[src/rtl/spm_pkg.sv]
package spm_pkg;
  // Action taken by the adder on one accepted serial bit.
  typedef enum logic [1:0] {
    OP_NONE = 2'd0,
    OP_ADD  = 2'd1,
    OP_SUB  = 2'd2
  } op_e;
endpackage

[src/rtl/spm_ctrl.sv]
module spm_ctrl
  import spm_pkg::*;
#(
  parameter int SW = 8
) (
  input  logic clk,
  input  logic rst_n,
  input  logic start_i,
  input  logic signed_i,
  input  logic valid_i,
  input  logic bit_i,
  output logic ready_o,
  output logic step_o,
  output logic load_o,
  output logic sg_o,
  output logic done_o,
  output op_e  op_o
);
  localparam int CW = (SW > 1) ? $clog2(SW) : 1;
  localparam logic [CW-1:0] LAST = CW'(SW - 1);

  logic          busy_q;
  logic          sg_q;
  logic [CW-1:0] cnt_q;
  logic          last;

  assign last    = (cnt_q == LAST);
  assign ready_o = busy_q & ~start_i;
  assign step_o  = ready_o & valid_i;
  assign load_o  = start_i;
  assign sg_o    = sg_q;

  always_comb begin
    if (!step_o || !bit_i) op_o = OP_NONE;
    else if (sg_q && last)  op_o = OP_SUB;
    else                    op_o = OP_ADD;
  end

  always_ff @(posedge clk or negedge rst_n) begin
    if (!rst_n) begin
      busy_q <= 1'b0;
      sg_q   <= 1'b0;
      cnt_q  <= '0;
      done_o <= 1'b0;
    end else if (start_i) begin
      busy_q <= 1'b1;
      sg_q   <= signed_i;
      cnt_q  <= '0;
      done_o <= 1'b0;
    end else begin
      done_o <= step_o & last;
      if (step_o) begin
        cnt_q <= cnt_q + 1'b1;
        if (last) busy_q <= 1'b0;
      end
    end
  end
endmodule

[src/rtl/spm_addsub.sv]
module spm_addsub
  import spm_pkg::*;
#(
  parameter int PW = 24
) (
  input  logic [PW:0]   acc_i,
  input  logic [PW-1:0] par_i,
  input  logic          sg_i,
  input  op_e           op_i,
  output logic [PW+1:0] sum_o
);
  logic [PW+1:0] ext;
  logic [PW+1:0] addend;
  logic          cin;

  assign ext = {{2{sg_i & par_i[PW-1]}}, par_i};

  always_comb begin
    unique case (op_i)
      OP_ADD:  begin addend = ext;  cin = 1'b0; end
      OP_SUB:  begin addend = ~ext; cin = 1'b1; end
      default: begin addend = '0;   cin = 1'b0; end
    endcase
  end

  assign sum_o = {acc_i[PW], acc_i} + addend + {{(PW+1){1'b0}}, cin};
endmodule

[src/rtl/spm_mul.sv]
module spm_mul
  import spm_pkg::*;
#(
  parameter int PW = 24,
  parameter int SW = 8,
  parameter bit UPPER_ONLY = 1'b0,
  localparam int OW = UPPER_ONLY ? PW : PW + SW
) (
  input  logic          clk,
  input  logic          rst_n,
  input  logic          start_i,
  input  logic          signed_i,
  input  logic [PW-1:0] par_i,
  input  logic          sbit_valid_i,
  input  logic          sbit_i,
  output logic          sbit_ready_o,
  output logic [OW-1:0] prod_o,
  output logic          done_o
);
  logic [PW-1:0] a_q;
  logic [PW:0]   h_q;
  logic [PW+1:0] sum;
  logic          step, load, sg;
  op_e           op;

  spm_ctrl #(.SW(SW)) ctrl_i (
    .clk(clk), .rst_n(rst_n), .start_i(start_i), .signed_i(signed_i),
    .valid_i(sbit_valid_i), .bit_i(sbit_i), .ready_o(sbit_ready_o),
    .step_o(step), .load_o(load), .sg_o(sg), .done_o(done_o), .op_o(op)
  );

  spm_addsub #(.PW(PW)) add_i (
    .acc_i(h_q), .par_i(a_q), .sg_i(sg), .op_i(op), .sum_o(sum)
  );

  // Upper accumulator: the feedback is the sum shifted right by one.
  always_ff @(posedge clk or negedge rst_n) begin
    if (!rst_n) begin
      a_q <= '0;
      h_q <= '0;
    end else if (load) begin
      a_q <= par_i;
      h_q <= '0;
    end else if (step) begin
      h_q <= sum[PW+1:1];
    end
  end

  generate
    if (UPPER_ONLY) begin : g_upper
      assign prod_o = h_q[PW-1:0];
    end else begin : g_full
      logic [SW-1:0] l_q;
      always_ff @(posedge clk or negedge rst_n) begin
        if (!rst_n)    l_q <= '0;
        else if (load) l_q <= '0;
        else if (step) l_q <= {sum[0], l_q[SW-1:1]};
      end
      assign prod_o = {h_q[PW-1:0], l_q};
    end
  endgenerate
endmodule

[config.mk]
export PLATFORM = sky130hd
export DESIGN_NAME = spm_mul
export DESIGN_NICKNAME = d
export VERILOG_FILES = /design/src/rtl/spm_pkg.sv /design/src/rtl/spm_ctrl.sv /design/src/rtl/spm_addsub.sv /design/src/rtl/spm_mul.sv
export SDC_FILE = /design/constraint.sdc
export NUM_CORES = 1
export LEC_CHECK = 0
export BUFFER_PORTS_ARGS = -buffer_cell sky130_fd_sc_hd__clkbuf_2
export CAP_MARGIN = 0
export CORE_AREA = 4 4 101 103
export CTS_BUF_LIST = sky130_fd_sc_hd__clkbuf_2
export DETAILED_ROUTE_END_ITERATION = 10
export DIE_AREA = 0 0 105 107
export GPL_TIMING_DRIVEN = 0
export PLACE_DENSITY = 0.68
export RECOVER_POWER = 25
export SETUP_SLACK_MARGIN = 0.05
export SLEW_MARGIN = 20
export SYNTH_ARGS = -nofsm -noshare
export SYNTH_HDL_FRONTEND = slang
export SYNTH_HIERARCHICAL = 1
export SYNTH_SLANG_ARGS = --single-unit
[constraint.sdc]
create_clock -name clk -period 4.4 [get_ports clk]
set_clock_uncertainty 0.1 [all_clocks]
set_input_delay 0.22 -clock clk [delete_from_list [all_inputs] [get_ports clk]]
set_output_delay 0.22 -clock clk [all_outputs]
set_load 0.05 [all_outputs]
==> results.json, run 1 <==
{
  "p_leak_nw": 2.64,
  "route.met2.wl_microns": 4580,
  "cp_max_fo": 10,
  "critPathLaunchType": "register",
  "worstPathArrival_ps": 4480,
  "yosys_most_used_dff": "dfrtp_1",
  "viasPerCell": 5.25,
  "async_flop_share": 1.00,
  "num_vias": 3545,
  "coreArea_sq_mm": 0.00920,
  "crit_family": "compound AO/OA/AOI/OAI gates",
  "min_period_ps": 4090,
  "syn_to_final_growth_pct": 19.7,
  "antenna_cells": 0,
  "crit_slowest_cell": "dfrtp_1",
  "maxCapViolations": 2,
  "max_freq_mhz": 244,
  "worstPathRequired_ps": 4790,
  "clk_latency_ps": 530,
  "firstDrtPassIters": 4,
  "setup_viol": 0,
  "synth_edf_count": 0,
  "drc_errors": 0,
  "rows": 35,
  "min_period_over_period": 0.930,
  "cts_made_buffers": 9,
  "fillers": 811,
  "overflow": 0,
  "nNetsFinal": 617,
  "gp_congestion": 0.857,
  "path_cells": "ha_1 > ha_1 > a21oi_1 > nor2b_1 > buf_4 > buf_6 > a21oi_1 > fa_1 > fa_2 > nand2b_1 > a21oi_2 > o21ai_2 > o41a_1 > a32o_1 > o21ai_1 > xor2_1 > mux2i_1 > nor2_1",
  "drive_gt1_frac": 0.275,
  "critPathBufInv": 2,
  "cts_tree": "done",
  "fin_setup_tns_ps": 0,
  "ys_types": 56,
  "synth_cells": 454,
  "synth_fp_nets": 512,
  "slew-limit-headroom": -0.208,
  "cts.sinks": 63,
  "avgSynthCellArea_sq_um": 9.61,
  "m1WireLength_microns": 4460,
  "dr_wl_met3_microns": 382,
  "critPathCaptureType": "register",
  "grt_pass1_vias": 3539,
  "io_pins": 64,
  "synth.top_cell.area_share": 0.361,
  "yosys_warnings": 6,
  "dpl.hpwl_microns": 7130,
  "synth_top_area_cell": "dfrtp_1",
  "drv_slew": 66,
  "ys_ff_latch": 63,
  "ir_drop_mv": 0.108,
  "clk_pin_slew_worst_paths_ps": 210,
  "rsz0062_at_grt": "false",
  "hold_viol_final": 0,
  "die_y_microns": 107,
  "status": "finished with violations",
  "top_layer": "met4",
  "fin_hold_ws_ps": 336,
  "crit_type": "reg -> reg",
  "antenna_found_initial": 0,
  "power_density_mw_per_mm2": 214,
  "dieArea_sq_mm": 0.0112,
  "critPathMaxStageDelay_ps": 420,
  "fp.dieW_microns": 105,
  "h-tree-depth": 3,
  "worstMarginPinSlew_ps": 1810,
  "cts_root_buf": "clkbuf_2",
  "track_usage": 0.181,
  "port_buffers": 62,
  "grt_pass1_wl_microns": 16600,
  "ant_nets": 0,
  "initial_core_util": 0.474,
  "failed_checks": "capacitance limit, slew limit",
  "grt_start_max_net_pins": 35,
  "synth-seq-area-share": 0.361,
  "drtIter0Drc": 151,
  "wire_per_inst_microns": 14.2,
  "synth.area.top_cells": "dfrtp_1 (36%), mux2i_1 (7.6%), ha_1 (7.5%)",
  "hold_path.class": "in -> reg",
  "clockBufferDepth": 2,
  "synth_area_sq_mm": 0.00436,
  "wl_microns": 9570
}
==> power by group <==
group          switching (mW)  internal (mW)  leakage [nW]
logic                  0.0951         0.0952          1.78
clock network           0.230         0.0676        0.0488
registers              0.0222          0.608         0.815
total                   0.348          0.770          2.64
==> per-stage QoR <==
step                       util  instances  total power [mW]  instance area, sq um  setup WS (ps)
after detailed placement  0.526        628             0.813                  4830           -272
after global placement    0.523        627             0.805                  4810           -214
final                     0.568        675              1.12                  5220            309
after global routing      0.568        675              1.18                  5220           54.9
after floorplan               -        454             0.755                  4360            380
after CTS                 0.568        674              1.13                  5230           86.1
==> per-layer routing <==
| layer | track usage | vias up |
|---|---|---|
| li1 | - | 1780 |
| met2 | 0.300 | 79 |
| met5 | 0 | - |
| met1 | 0.238 | 1674 |
| met3 | 0.0325 | 12 |
| met4 | 0.0656 | 0 |
==> worst paths after layout <==
| kind | slack (ps) | end | cells past startpoint | start |
|---|---|---|---|---|
| worst min register to register | 450 | h_q[24] | 2 | h_q[24] |
| min in group asynchronous | 460 | h_q[19] | 2 | rst_n |
| worst max-delay path | 310 | h_q[21] | 18 | ctrl_i/cnt_q[0] |
| worst max register to register | 310 | h_q[21] | 18 | ctrl_i/cnt_q[0] |
| max in group asynchronous | 1350 | a_q[3] | 3 | rst_n |
| worst min-delay path | 340 | a_q[18] | 3 | par_i[18] |
==> area by class of cell <==
cell class	count	area, sq um	share of cell area
well taps	111	139	0.0266
repair buffers	94	621	0.119
multi-input cells	330	2380	0.456
inverters	14	52.6	0.0101
clock inverters	7	40.0	0.00766
plain buffers	47	369	0.0707
flip-flops and latches	63	1580	0.302
clock buffers	9	45.0	0.00862
==> cells by family after synthesis <==
family,after synthesis,share of synthesized area
compound gates,102,0.155
xor+xnor,21,0.0422
fa+ha+maj,28,0.0837
buf+inv,61,0.0935
flops,63,0.361
mux,59,0.143
simple gates,120,0.122
==> flip-flops by register name, indices dropped and copies added, names as in the netlist <==
signal and flops:
h_q 25, g_full.l_q 8, ctrl_i/sg_o 1, ctrl_i/done_o 1, a_q 24, ctrl_i/busy_q 1, ctrl_i/cnt_q 3
==> tightest hold or removal path: cells and delay by family <==
kind | cells | cell delay [ps]
mux | 1 | 130
buf+inv | 2 | 610
==> repair_timing <==
item | 4_1_cts | 5_1_grt
hold endpoints to repair | 93 | 0
endpoints found under the setup margin | 5 | 3
gates resized for setup | 3 | 11
buffers inserted | 0 | 1
pin swaps | 0 | 1
hold buffers | 30 | 0
==> Yosys cell counts, types with 2 or more instances <==
| master | n |
|---|---|
| nand3_1 | 10 |
| nand4_1 | 2 |
| nor3_1 | 2 |
| fa_1 | 2 |
| mux2i_1 | 33 |
| dfrtp_1 | 63 |
| buf_2 | 3 |
| mux2_2 | 25 |
| ha_1 | 26 |
| clkbuf_2 | 2 |
| and2_1 | 3 |
| xor2_1 | 7 |
| o211ai_1 | 3 |
| o21ai_0 | 32 |
| a21o_1 | 6 |
| nand2_1 | 38 |
| o22ai_1 | 3 |
| nor2b_1 | 2 |
| o221a_1 | 2 |
| nand2b_1 | 6 |
| buf_12 | 3 |
| a21oi_1 | 27 |
| nor2_1 | 46 |
| inv_1 | 14 |
| and3_1 | 3 |
| a211o_1 | 3 |
| clkbuf_1 | 7 |
| buf_4 | 31 |
| a21bo_1 | 2 |
| xnor2_1 | 14 |
| o21a_1 | 5 |
| o21bai_1 | 4 |
| or3_1 | 2 |
==> placed cells by master (no fill, tap or decap), types with 3 or more instances in the layout <==
| cell type | instances |
|---|---|
| clkbuf_2 | 73 |
| dfrtp_1 | 63 |
| nor2_1 | 46 |
| nand2_1 | 38 |
| buf_4 | 33 |
| mux2i_1 | 33 |
| o21ai_0 | 32 |
| dlygate4sd3_1 | 30 |
| a21oi_1 | 27 |
| ha_1 | 26 |
| mux2_2 | 25 |
| inv_1 | 14 |
| xnor2_1 | 14 |
| nand3_1 | 10 |
| xor2_1 | 7 |
| nand2b_1 | 6 |
| a21o_1 | 6 |
| clkbuf_1 | 5 |
| o21a_1 | 5 |
| buf_2 | 4 |
| o21bai_1 | 4 |
| buf_12 | 3 |
| a211o_1 | 3 |
| and2_1 | 3 |
| and3_1 | 3 |
| o211ai_1 | 3 |
| o22ai_1 | 3 |
| clkinvlp_4 | 3 |
No activity file was read; power rests on OpenSTA's default activity.
==> run 2: changes to the inputs <==
Settings changed: BUFFER_PORTS_ARGS -buffer_cell sky130_fd_sc_hd__clkbuf_2 to -buffer_cell sky130_fd_sc_hd__buf_4.
==> run 2 against run 1 <==
Net effect: the flow still finishes with violations (capacitance limit, slew limit); register-to-register slack barely moved; non-clock buffer count fell by 3; power rose by 3.9%; combinational power rose by 5%; global-route usage rose by 0.097 points; maximum frequency fell by 0.17%; critical endpoint unchanged; largest power group unchanged.
==> results.json, run 2 (synthesized netlist as in run 1, its figures left out) <==
{
  "path_cells": "ha_1 > ha_2 > a21oi_2 > nor2b_1 > buf_4 > clkbuf_8 > a21oi_1 > fa_2 > fa_2 > nand2b_1 > a21oi_2 > o21ai_2 > o41a_1 > a32o_1 > o21ai_2 > xor2_1 > mux2i_1 > nor2_1",
  "rsz0062_at_grt": "false",
  "drc_errors": 0,
  "cts_tree": "done",
  "ir_drop_mv": 0.146,
  "crit_slowest_cell": "dfrtp_1",
  "drtIter0Drc": 174,
  "final_util": 0.586,
  "num_vias": 3570,
  "status": "finished with violations",
  "hold_viol_final": 0,
  "worstPathArrival_ps": 4440,
  "dieArea_sq_mm": 0.0112,
  "p_leak_nw": 2.69,
  "crit_family": "compound AO/OA/AOI/OAI gates",
  "io_pins": 64,
  "nNetsFinal": 614,
  "wl_microns": 9920,
  "track_usage": 0.182,
  "antenna_found_initial": 0,
  "cp_max_fo": 10,
  "overflow": 0,
  "fin_hold_ws_ps": 373,
  "min_period_over_period": 0.931,
  "grt_pass1_vias": 3604,
  "cts_root_buf": "clkbuf_2",
  "initial_core_util": 0.474,
  "worstMarginPinSlew_ps": 3420,
  "clk_latency_ps": 510,
  "largest_register": "h_q",
  "critPathBufInv": 2,
  "critPathMaxStageDelay_ps": 440,
  "maxCapViolations": 1,
  "port_buffers": 62,
  "slew-limit-headroom": -1.28,
  "gp_congestion": 0.882,
  "wire_per_inst_microns": 14.8,
  "cts_post_setup_buffers_inserted": 0,
  "max_freq_mhz": 244,
  "power_density_mw_per_mm2": 216,
  "reg_top3": "h_q x25, a_q x24, g_full.l_q x8",
  "hold_path.class": "in -> reg",
  "worstPathRequired_ps": 4750,
  "viasPerCell": 5.33,
  "largest_reg_flops": 25,
  "clockBufferDepth": 2,
  "dpl.hpwl_microns": 7090,
  "layout_common_cells": "buf_4 (94), dfrtp_1 (63), nor2_1 (46)",
  "fin_setup_tns_ps": 0,
  "die_y_microns": 107,
  "syn_to_final_growth_pct": 23.4,
  "power_mw": 1.16,
  "drive_gt1_frac": 0.283,
  "min_path_cells": 3,
  "crit_type": "reg -> reg",
  "ant_nets": 0,
  "failed_checks": "capacitance limit, slew limit",
  "cts.sinks": 63,
  "setup_viol": 0,
  "cts_made_buffers": 9,
  "critPathCaptureType": "register",
  "h-tree-depth": 3,
  "fp.dieW_microns": 105,
  "critPathLaunchType": "register",
  "coreArea_sq_mm": 0.00920,
  "antenna_cells": 0,
  "rows": 35,
  "firstDrtPassIters": 4,
  "r2r_cells": 18,
  "min_period_ps": 4100,
  "drv_slew": 64,
  "cp.depth": 18,
  "layout_commonest_cell": "buf_4",
  "clk_pin_slew_worst_paths_ps": 190,
  "grt_pass1_wl_microns": 16900,
  "grt_start_max_net_pins": 64
}
==> run 2: metrics by stage <==
step	area, sq um	cells	worst slack [ps]
detailed placement	4970	627	-322
global route	5390	670	67.5
CTS	5370	670	58.6
finish	5390	670	302
global placement	4970	627	-236
floorplan	4360	454	380
==> run 2: final timing paths <==
kind                            startpoint  slack (ps)       endpoint
setup / recovery           ctrl_i/cnt_q[0]         300        h_q[21]
hold / removal                    par_i[8]         370         a_q[8]
setup reg to reg           ctrl_i/cnt_q[0]         300        h_q[21]
hold reg to reg                     a_q[5]         450         a_q[5]
max in group asynchronous            rst_n         990        h_q[11]
min in group asynchronous            rst_n        1280  g_full.l_q[0]
==> run 2: final cells by class <==
type                       instances  area [sq um]
fill                             837          3810
clock buffer                       9          45.0
buffer                            47           375
tap                              111           139
multi-input combinational        330          2390
timing repair buffer              91           752
clock inverter                     5          51.3
sequential                        63          1580
inverter                          14          52.6
==> run 2: power breakdown <==
part | total [mW] | leakage [nW] | switching (mW) | internal, mW
clock network | 0.333 | 0.0611 | 0.212 | 0.121
registers | 0.630 | 0.815 | 0.0220 | 0.608
logic | 0.199 | 1.82 | 0.0965 | 0.102
==> run 2: timing repair <==
action | in CTS | in global routing
hold buffers | 29 | 0
resized for setup | 4 | 17
setup endpoints to repair | 7 | 8
pin swaps | 0 | 1
hold endpoints to repair | 93 | 0
==> run 2: metal layers <==
| metal | up-vias | routed length [microns] | global-route usage |
|---|---|---|---|
| met3 | 6 | 472 | 0.0446 |
| met5 | - | 0 | 0 |
| met4 | 0 | 60 | 0.0478 |
| li1 | 1775 | - | - |
| met2 | 78 | 4950 | 0.311 |
| met1 | 1711 | 4440 | 0.232 |
==> run 2: worst reg2reg max path, delay by kind of cell, from the launching register on <==
| family | cells | cell delay (ps) |
|---|---|---|
| AO/OA/AOI/OAI | 7 | 1340 |
| XOR/XNOR | 1 | 160 |
| adder cells (fa/ha/maj) | 4 | 1150 |
| buffers and inverters | 2 | 340 |
| flip-flops | 1 | 440 |
| multiplexers | 1 | 90 |
| AND/OR/NAND/NOR | 3 | 410 |
